`src/rtl/fetch_exec_seq.sv`:
```
module fetch_exec_seq #(
  parameter int IW = 14,
  parameter int AW = 11,
  parameter int OPW = 3,
  parameter logic [OPW-1:0] OP_JMP = 3'b101,
  parameter logic [OPW-1:0] OP_SKC = 3'b010
) (
  input  logic          clk,
  input  logic          rst_n,
  output logic [AW-1:0] pmem_addr,
  input  logic [IW-1:0] pmem_data,
  input  logic          test_bit,
  output logic [IW-1:0] exec_instr,
  output logic          exec_valid
);
  localparam int OPLSB = IW - OPW;

  logic [AW-1:0] pc;
  logic [IW-1:0] ir;
  logic          ir_ok;

  wire [OPW-1:0] op        = ir[IW-1:OPLSB];
  wire           is_jmp    = ir_ok && (op == OP_JMP);
  wire           is_skc    = ir_ok && (op == OP_SKC);
  wire           skip_take = is_skc && !test_bit;
  wire           flush     = is_jmp || skip_take;
  wire [AW-1:0]  pc_next   = is_jmp ? ir[AW-1:0] : pc + AW'(1);

  always_ff @(posedge clk or negedge rst_n) begin
    if (!rst_n) begin
      pc    <= '0;
      ir    <= '0;
      ir_ok <= 1'b0;
    end else begin
      pc    <= pc_next;
      ir    <= pmem_data;
      ir_ok <= !flush;
    end
  end

  assign pmem_addr  = pc;
  assign exec_valid = ir_ok;
  assign exec_instr = ir_ok ? ir : '0;

  AST_NULL_SINGLE: assert property (@(posedge clk) disable iff (!rst_n)
    !exec_valid |=> exec_valid);

  AST_SEQ_STEP: assert property (@(posedge clk) disable iff (!rst_n)
    (exec_valid && !is_jmp && !skip_take) |=>
      (exec_valid && pmem_addr == $past(pmem_addr) + AW'(1)));

  AST_FETCH_TO_EXEC: assert property (@(posedge clk) disable iff (!rst_n)
    (exec_valid && !is_jmp && !skip_take) |=> (exec_instr == $past(pmem_data)));

  AST_JUMP_LOAD: assert property (@(posedge clk) disable iff (!rst_n)
    is_jmp |=> (!exec_valid && pmem_addr == $past(exec_instr[AW-1:0])));

  AST_SKIP_SQUASH: assert property (@(posedge clk) disable iff (!rst_n)
    (is_skc && !test_bit) |=> (!exec_valid && pmem_addr == $past(pmem_addr) + AW'(1)));

  AST_SKIP_PASS: assert property (@(posedge clk) disable iff (!rst_n)
    (is_skc && test_bit) |=> exec_valid);

  AST_NULL_ZERO: assert property (@(posedge clk) disable iff (!rst_n)
    $fell(exec_valid) |-> (exec_instr == '0));
endmodule

```
`config.mk`:
```
export PLATFORM = sky130hd
export DESIGN_NAME = fetch_exec_seq
export DESIGN_NICKNAME = d
export VERILOG_FILES = /design/src/rtl/fetch_exec_seq.sv
export SDC_FILE = /design/constraint.sdc
export NUM_CORES = 1
export LEC_CHECK = 0
export ABC_AREA = 1
export BUFFER_PORTS_ARGS = -buffer_cell sky130_fd_sc_hd__buf_2
export CORE_UTILIZATION = 45
export DETAILED_ROUTE_END_ITERATION = 16
export GPL_TIMING_DRIVEN = 0
export MAX_ROUTING_LAYER = met4
export PLACE_DENSITY = 0.74
export SLEW_MARGIN = 30
export SYNTH_ARGS = -nofsm -noshare
export SYNTH_HDL_FRONTEND = slang
export SYNTH_SLANG_ARGS = --single-unit
export TNS_END_PERCENT = 1
```
`constraint.sdc`:
```
create_clock -name clk -period 3.1 [get_ports clk]
set_input_delay 0.465 -clock clk [delete_from_list [all_inputs] [get_ports clk]]
set_output_delay 0.465 -clock clk [all_outputs]
set_load 0.03 [all_outputs]
```
# --- Word-level counts from Yosys, hierarchy flattened ---
# Index checks and enable logic that the tools add are counted.
classes:
  n_addsub: 1
  mul: 0
  n_div: 0
  n_lt_le_gt_ge: 0
  n_eq_ne: 2
  shift: 0
  muxes: 2
  n_bitwise: 0
  n_reduce_logical: 6
ops:
  columns: ["op", "count"]
  rows:
  - ["14-bit 2-to-1 mux", 1]
  - ["11-bit by 1-bit adder with 11-bit output (second input constant)", 1]
  - ["11-bit 2-to-1 mux", 1]
  - ["3-bit by 2-bit equality test with 1-bit output (second input constant)", 1]
  - ["3-bit equality test (second input constant)", 1]
  - ["1-bit logical AND", 3]
  - ["1-bit logical NOT", 2]
  - ["1-bit logical OR", 1]
word_totals:
  register_bits: 26
  latchBits: 0
  ramBits: 0
  romBits: 0
  inputBits: 17
  output_inout_bits: 26
  word_cells: 14
  n_memories: 0

# --- Longest topological paths before layout ---
# Gate-level depths: netlist (run 1).
logic_depth:
  word_depth: 5
  ltp_mapped: 8
  depth_no_buf: 8

# --- Worst setup path before layout (run 1) ---
# No wires, ideal clock.
synth_path:
  kind: "flip-flop to output port"
  from: "register ir_ok, in the netlist exec_valid"
  to: "output port exec_instr[0]"
  t_arrival_ns: 1.125
  required_time_ns: 2.635
  path_slack_ns: 1.510
  stages_incl_launch_ff: 4
  n_path_buf: 1
  cell_sequence: "dfrtp_1 clkbuf_1 nand2_1 inv_1"
synth_between:
  elab_chain_len: 1
synth_rtl:
  columns: ["element", "line_no", "rtl"]
  rows:
  - ["start: declaration", "20", "logic ir_ok;"]
  - ["start signal: assignment", "37", "ir_ok <= !flush;"]
  - ["14-bit 2-to-1 mux", "43", "assign exec_instr = ir_ok ? ir : '0;"]
  - ["end: declaration", "13", "output logic [IW-1:0] exec_instr,"]
# No other way between the ends.

# --- Worst setup path after layout (run 1) ---
layout_path:
  from: "register ir_ok, in the netlist exec_valid"
  to: "output port exec_instr[2]"
# The elaborated chain is that of the path after synthesis.

==> results_dict.tcl, run 1 <==
set metrics [dict create \
    run_status "finished clean" \
    clock_latency_ns 0.31 \
    path_clk_slew_ns 0.13 \
    max_freq_mhz 518 \
    path_cells "clkbuf_1, nand2_1, inv_1, buf_2" \
    htreeDepth 1 \
    startpoint "exec_valid" \
    grt_pass1_wl_mm 3.66 \
    leakagePower_nw 0.857 \
    critical_path.max_fanout 10 \
    grt_antenna_before_repair 0 \
    multi_input_area_sq_um 398 \
    setup_slack_ns 1.17 \
    most-common-layout-cells "nand2_1, buf_2, dfrtp_1, inv_1, nor2_1" \
    maxCapViolCount 0 \
    cts_tree "built" \
    grt_max_degree 27 \
    arrival_ns 1.47 \
    yosys_warnings 0 \
    netlist.area_leader.share_pct 56.5 \
    via_count 969 \
    dp_slack_ns 1.54 \
    antenna_cells 0 \
    ys_seq_area_share_pct 56.5 \
    post_dp_cell_area_sq_um 1400 \
    hold_violations 0 \
    power_density_nw_per_um2 707 \
    grt_pass1_vias 935 \
    syn_inst 142 \
    hp-class "in -> async" \
    die-area_sq_um 2770 \
    power_mw 1.01 \
    grt_use_total_pct 19.0 \
    final_common_cell "nand2_1" \
    timing.final.crit_period_ns 1.93 \
    r2r_slack_ns 1.87 \
    syn_area_sq_um 1150 \
    io_pins 43 \
    max_stage_delay_ns 0.45 \
    rsz0062_at_grt "no" \
    dr.pass1.iters 4 \
    worstPathRequired_ns 2.63 \
    ys_types 17 \
    finalCritPeriodShare_pct 62.3 \
    wl_per_cell_um 10.1 \
    ff_latch_area_sq_um 651 \
    r2r_cells 6 \
    drive_gt1_share_pct 27.7 \
    fillers 230 \
    crit_path_end_kind "output port" \
    post_cts_buffers 0 \
    drc 0 \
    cts_made_buffers 3 \
    die_h_um 52.6 \
    area_growth_pct 24.4 \
    coreArea_sq_um 2320 \
    fin_nets 207 \
    synthesis.nets 160 \
    tightest_slew_ns 0.548 \
    irDropWorstVdd_mv 0.492 \
    vias_per_cell 4.49 \
    r2r-start "pmem_addr[0]" \
    gp_congestion 0.796 \
    first_iter_violations 13 \
    r2r-end "pmem_addr[10]" \
    cp_slowest_cell "dfrtp_1" \
    grt_overflow_total 0 \
    setup_violations 0 \
    worstSetupStartpointType "register" \
    port_buffers 42 \
    fin_cells 216 \
    yosys_register_bits 26 \
    start_util_pct 49.7 \
    synth.largest_area_cell "dfrtp_1" \
    crit_type "reg -> out" \
    place_hpwl_mm 1.68 \
    synth.area.top_cells "dfrtp_1, nand2_1, inv_1, nor2_1, nand3_1" \
    cts_buffer_depth 2 \
    drv_slew 0 \
    dp.cells 212 \
    cts_root_buf "clkbuf_4" \
    rows 17 \
    syn_avg_cell_area_sq_um 8.12 \
    detail-route-antenna-nets 0 \
    final_area_sq_um 1430 \
    hold_buffers 0 \
    wirelength_mm 2.19 \
    die_x_um 52.6 \
    cts-resized-gates 0 \
    maxSlewHeadroom_pct 63.5 \
    clkSinkCount 26 \
    fin_skew_ns 0.000804 \
    setup_tns_ns 0 \
]
worst max-delay path by stage:
stage	to	slack, ns	cells past startpoint
2_1_floorplan	exec_instr[0]	1.51	3
3_3_place_gp	exec_instr[8]	1.55	4
3_5_place_dp	exec_instr[1]	1.54	4
4_1_cts	exec_instr[2]	1.17	4
5_1_grt	exec_instr[8]	1.01	4
6_report	exec_instr[2]	1.17	4
layout make-up:
class                           instances  share of cell area, %
Sequential cell                        26                   45.4
Multi-Input combinational cell         91                   27.7
Timing Repair Buffer                   42                   14.7
Inverter                               23                   6.20
Clock buffer                            4                   2.53
Tap cell                               28                   2.44
Buffer                                  2                   1.05
report_power, final:
| group | switching (mW) | leakage [nW] | internal (mW) | total (mW) |
|---|---|---|---|---|
| sequential | 0.0656 | 0.307 | 0.401 | 0.466 |
| clock | 0.0925 | 0.0210 | 0.0717 | 0.164 |
| combinational | 0.262 | 0.529 | 0.121 | 0.383 |
critical path, delay by kind of cell (launching register included):
family / cells / cell delay (ns)
buffers and inverters: 3 / 0.62
DFF: 1 / 0.45
and+or+nand+nor: 1 / 0.09
through the flow:
step           utilization [%]  hold WS (ns)
2_1_floorplan                -         0.169
3_3_place_gp              60.3         0.457
3_5_place_dp              60.3         0.459
4_1_cts                   61.8         0.132
5_1_grt                   61.8         0.153
6_report                  61.8         0.118
per-layer routing:
layer  vias up  track usage [%]  wire length [um]
met1       428             21.3               959
li1        510                -                 -
met4         0             7.02                25
met5         -                -                 0
met2        27             33.5              1100
met3         4             3.48               103
logic make-up (layout without fill, tap and decap cells):
| family | Yosys count | count (layout) | share of synthesized area, % |
|---|---|---|---|
| buffers and inverters | 25 | 71 | 9.01 |
| DFF | 26 | 26 | 56.5 |
| AOI/OAI and AO/OA | 5 | 5 | 2.17 |
| adders and majority gates | 1 | 1 | 1.09 |
| and+or+nand+nor | 83 | 83 | 29.8 |
| xor gates and xnor gates | 2 | 2 | 1.52 |
Yosys cell counts:
cell type	n
nor2_1	10
clkbuf_1	1
xnor2_1	2
dfrtp_1	26
nand3_2	1
inv_2	1
o21ai_0	4
nand2_4	1
nand3b_1	2
nand2_1	62
buf_6	1
inv_4	1
inv_1	21
o21ai_1	1
ha_1	1
nand3_1	6
nor2_2	1
sequential cells by signal, indices dropped and copies added (netlist names):
register    cells
exec_valid      1
ir             14
pmem_addr      11
Note: power is estimated with default switching activity, not from simulation.
==> inputs of run 2 (changes only) <==
ABC_AREA = 0   (was 1)
CORE_UTILIZATION = 42   (was 45)
PLACE_DENSITY = 0.73   (was 0.74)
clock period = 1.77 ns   (was 3.1 ns; I/O delays follow)
==> run 2 against run 1 <==
Net effect: first-iteration DRC count shrank 100%; area after synthesis shrank 5.2%; via count shrank 18%; routed wire length shrank 10%; critical path depth shrank 2; non-clock buffer count grew 1; final cell count shrank 22%; critical path type unchanged; critical endpoint is now exec_instr[13]; largest power group unchanged; highest routed layer unchanged.
==> results_dict.tcl, run 2 <==
set metrics [dict create \
    cp_slowest_cell "dfrtp_1" \
    final_common_cell "buf_2" \
    fillers 231 \
    antenna_cells 0 \
    yosys_register_bits 26 \
    ys_types 23 \
    yosys_warnings 0 \
    synth.largest_area_cell "dfrtp_1" \
    power_density_nw_per_um2 1450 \
    grt_overflow_total 0 \
    crit_type "reg -> out" \
    cts_tree "built" \
    fin_skew_ns 0.00839 \
    wirelength_mm 1.96 \
    yosysMostFrequentCell "dfrtp_1" \
    tightest_slew_ns 0.544 \
    die-area_sq_um 2810 \
    fin_nets 158 \
    grt_pass1_wl_mm 3.04 \
    multi_input_area_sq_um 420 \
    most-common-layout-cells "buf_2, dfrtp_1, and2_1, nor2_1" \
    fin_cells 169 \
    netSwitchingPower_mw 0.856 \
    rows 18 \
    coreArea_sq_um 2480 \
    cts_buffer_depth 2 \
    wl_per_cell_um 11.6 \
    first_iter_violations 0 \
    io_pins 43 \
    start_util_pct 44.1 \
    top_register "ir" \
    final_area_sq_um 1380 \
    drc 0 \
    synthesis.nets 111 \
    arrival_ns 1.32 \
    hold_violations 0 \
    clkSinkCount 26 \
    syn_avg_cell_area_sq_um 11.7 \
    worstSetupStartpointType "register" \
    setup_tns_ns 0 \
    path_cells "and2_1, buf_2" \
    timing.final.crit_period_ns 1.59 \
    dp.cells 165 \
    drv_slew 0 \
    ff_latch_area_sq_um 651 \
    die_h_um 53.0 \
    leakagePower_nw 0.643 \
    grt_use_total_pct 15.9 \
    area_growth_pct 26.6 \
    hp-class "in -> reg" \
    p_int_mw 1.15 \
    die_x_um 53.0 \
    detail-route-antenna-nets 0 \
    cts_root_buf "clkbuf_4" \
    place_hpwl_mm 1.48 \
    synth_enable_flop_cells 0 \
    syn_inst 93 \
    grt_pass1_vias 685 \
    fin_hold_ws_ns 0.0432 \
    critical_path.max_fanout 16 \
    async_flop_share_pct 100 \
    htreeDepth 1 \
    rsz0062_at_grt "no" \
    clkPwrFrac_pct 14.4 \
    synthFlopType "dfrtp_1" \
    cts-resized-gates 0 \
    power.sequential.fraction_pct 44.3 \
    maxSlewHeadroom_pct 63.8 \
    pwr-share-comb_pct 41.3 \
    grt_antenna_before_repair 0 \
    vias_per_cell 4.69 \
    via_count 792 \
    run_status "finished clean" \
    post_dp_cell_area_sq_um 1340 \
    syn_area_sq_um 1090 \
    grt_max_degree 27 \
    swShare_pct 42.7 \
    irDropWorstVdd_mv 0.699 \
    setup_violations 0 \
    crit_path_end_kind "output port" \
    path_clk_slew_ns 0.14 \
    max_stage_delay_ns 0.60 \
    synthTopCellsByCount "dfrtp_1, and2_1, nor2_1" \
    synth.area.top_cells "dfrtp_1, and2_1, xnor2_1, nor2_1, a21oi_1" \
    finalCritPeriodShare_pct 89.7 \
    largest_reg_flops 14 \
    drive_gt1_share_pct 41.0 \
    ys_seq_area_share_pct 59.6 \
    cts_made_buffers 3 \
    max_freq_mhz 630 \
    maxCapViolCount 0 \
    netlist.area_leader.share_pct 59.6 \
    port_buffers 42 \
    clock_latency_ns 0.31 \
    worstPathRequired_ns 1.50 \
    dr.pass1.iters 1 \
    gp_congestion 0.772 \
]
run 2: cell count changes after synthesis, sizes merged, moves of 2 or more:
cell   before  now
a21oi       0   10
and2        0   14
inv        23    2
nand2      63    2
nand3       7    4
nor2       11   13
nor3        0    2
o21ai       5    1
xnor2       2    8
run 2: path summary, 6_finish.rpt:
kind / startpoint / endpoint / slack (ns) / cells past startpoint
setup / recovery: exec_valid / exec_instr[13] / 0.18 / 2
hold / removal: pmem_data[9] / ir[9] / 0.04 / 1
setup reg to reg: exec_valid / pmem_addr[10] / 0.34 / 5
hold reg to reg: ir[1] / pmem_addr[1] / 0.49 / 1
max in group asynchronous: rst_n / ir[5] / 0.95 / 2
min in group asynchronous: rst_n / ir[6] / 0.45 / 2
run 2: area by class of cell:
class | count | area share (%)
multi-input cells | 62 | 30.4
repair buffers | 43 | 15.9
plain buffers | 2 | 0.724
clock buffers | 4 | 2.62
inverters | 2 | 0.543
well taps | 30 | 2.71
flip-flops and latches | 26 | 47.1
run 2: layer usage:
| metal | part of all wire [%] | global-route usage [%] |
|---|---|---|
| met3 | 2.7 | 1.72 |
| met2 | 52 | 26.2 |
| met1 | 44 | 19.2 |
| met5 | 0 | - |
| met4 | 1.2 | 8.33 |
run 2: stage by stage:
step	power, mW	worst slack, ns	util (%)
global route	2.12	0.0392	55.8
detailed placement	1.73	0.368	54.1
CTS	2.02	0.143	55.8
finish	2.01	0.182	55.8
global placement	1.71	0.371	54.1
floorplan	1.50	0.248	-
run 2: worst max-delay path, delay by kind of cell (launching register included):
family | cells | cell delay, ns
AND/OR/NAND/NOR | 1 | 0.21
buffers and inverters | 1 | 0.20
flip-flops | 1 | 0.60
run 2: timing repair:
item | CTS | global route
buffers inserted | 0 | 0
hold endpoints to repair | 26 | 0
hold buffers | 1 | 0
endpoints found under the setup margin | 2 | 0
run 2: cells by family after synthesis:
logic type,Yosys count,synth area share [%]
adder cells (fa/ha/maj),1,1.15
XOR/XNOR,9,7.22
flip-flops,26,59.6
multiplexers,1,1.03
AO/OA/AOI/OAI,11,5.73
AND/OR/NAND/NOR,40,23.4
buffers and inverters,5,1.95
run 2: power by group through the flow:
stage / Clock (mW) / Combinational (mW) / Sequential (mW)
2_1_floorplan: 0 / 0.388 / 1.11
3_3_place_gp: 0 / 0.825 / 0.890
3_5_place_dp: 0 / 0.831 / 0.901
4_1_cts: 0.298 / 0.833 / 0.891
5_1_grt: 0.319 / 0.897 / 0.907
6_report: 0.290 / 0.828 / 0.888
==> inputs of run 3 (changes only) <==
BUFFER_PORTS_ARGS = -buffer_cell sky130_fd_sc_hd__buf_4   (was -buffer_cell sky130_fd_sc_hd__buf_2)
CTS_CLUSTER_DIAMETER = 60   (was not set)
==> run 3 against run 2 <==
Net effect: sequential share of layout area decreased by 3.3 points; worst hold slack improved by 0.0040 ns; routed wire length increased by 12%; sequential cell count unchanged; largest cell class unchanged.
==> results_dict.tcl, run 3 (synthesis gave the netlist of run 2 again) <==
set metrics [dict create \
    port_buffers 42 \
    area_growth_pct 36.2 \
    wirelength_mm 2.19 \
    drv_slew 0 \
    start_util_pct 44.1 \
    critical_path.max_fanout 16 \
    coreArea_sq_um 2480 \
    hold_start "pmem_data[0]" \
    grt_use_total_pct 17.5 \
    cts_buffer_depth 2 \
    gp_congestion 0.749 \
    post_dp_cell_area_sq_um 1450 \
    detail-route-antenna-nets 0 \
    crit_path_end_kind "output port" \
    grt_overflow_total 0 \
    rows 18 \
    grt_pass1_vias 773 \
    power_density_nw_per_um2 1420 \
    r2r_cells 5 \
    path_clk_slew_ns 0.13 \
    holdPathStages 1 \
    die-area_sq_um 2810 \
    grt_antenna_before_repair 0 \
    cts_made_buffers 3 \
    vias_per_cell 4.92 \
    irDropWorstVdd_mv 0.780 \
    cts-resized-gates 0 \
    clock_latency_ns 0.31 \
    rsz0062_at_grt "no" \
    setup_tns_ns 0 \
    htreeDepth 1 \
    antenna_cells 0 \
    place_hpwl_mm 1.63 \
    power_mw 2.11 \
    die_h_um 53.0 \
    arrival_ns 1.33 \
    dr.pass1.iters 3 \
    setup_violations 0 \
    final_area_sq_um 1490 \
    first_iter_violations 5 \
    worstSetupStartpointType "register" \
    max_freq_mhz 626 \
    drive_gt1_share_pct 41.0 \
    maxCapViolCount 0 \
    largest_reg_flops 14 \
    maxSlewHeadroom_pct 71.4 \
    post-route-util_pct 60.1 \
    hold_violations 0 \
    holdPathEnd "ir[0]" \
    die_x_um 53.0 \
    tightest_slew_ns 0.429 \
    clkSinkCount 26 \
    worstPathRequired_ns 1.50 \
    via_count 832 \
    crit_type "reg -> out" \
    top_register "ir" \
    fin_cells 169 \
    fin_nets 158 \
    hp-class "in -> reg" \
    run_status "finished clean" \
    most-common-layout-cells "buf_4, dfrtp_1, and2_1, nor2_1" \
    cts_tree "built" \
    finalCritPeriodShare_pct 90.2 \
    io_pins 43 \
    r2r_slack_ns 0.29 \
    leakagePower_nw 0.680 \
    r2r-end "pmem_addr[9]" \
    cts_root_buf "clkbuf_4" \
    fin_skew_ns 0.00183 \
    r2r-start "exec_valid" \
    grt_max_degree 27 \
    final_common_cell "buf_4" \
    grt_pass1_wl_mm 3.38 \
    drc 0 \
    wl_per_cell_um 13.0 \
    timing.final.crit_period_ns 1.60 \
    dp.cells 165 \
]
-- run 3: changes by cell type in the layout (fill, tap and decap cells not counted) --
cell   delta
buf_4    +42
buf_2    -42
-- run 3: worst max path at each step --
stage                     startpoint        endpoint  slack, ns  cells after the start
after floorplan           exec_valid   pmem_addr[10]       0.25                      5
after global placement    exec_valid   exec_instr[1]       0.40                      3
after detailed placement  exec_valid   exec_instr[7]       0.37                      3
after CTS                 exec_valid  exec_instr[13]       0.16                      2
after global routing      exec_valid  exec_instr[13]       0.07                      2
final                     exec_valid  exec_instr[13]       0.17                      2
-- run 3: routing by layer --
layer  vias to the layer above  part of all wire, %  GRT usage [%]
met5                         -                    0              -
met2                        20                   54           30.6
met4                         0                  1.1           7.89
li1                        396                    -              -
met3                         2                  3.0           2.59
met1                       414                   42           19.7
-- run 3: worst max-delay path, cell delays in order, from the launching register on --
cell     delay [ns]
dfrtp_1        0.63
and2_1         0.23
buf_4          0.17
-- run 3: power by group --
part,internal [mW],total (mW),switching (mW)
combinational,0.385,0.926,0.541
sequential,0.725,0.898,0.172
clock,0.126,0.289,0.164
total,1.24,2.11,0.877
-- run 3: area by class of cell --
type / instances / area (sq um)
multi-input combinational: 62 / 420
clock buffer: 4 / 36.3
sequential: 26 / 651
buffer: 2 / 10.0
fill: 214 / 990
inverter: 2 / 7.51
timing repair buffer: 43 / 325
tap: 30 / 37.5
-- run 3: what timing repair did --
| action | CTS | global route |
|---|---|---|
| hold buffers | 1 | 0 |
| endpoints found under the hold margin | 26 | 0 |
| buffers inserted | 0 | 0 |
| setup endpoints to repair | 2 | 0 |
-- run 3: per-stage QoR --
stage	worst slack (ns)	hold slack, ns
2_1_floorplan	0.248	-0.0301
3_3_place_gp	0.402	0.188
3_5_place_dp	0.374	0.190
4_1_cts	0.163	0.0342
5_1_grt	0.0717	0.0162
6_report	0.174	0.0473
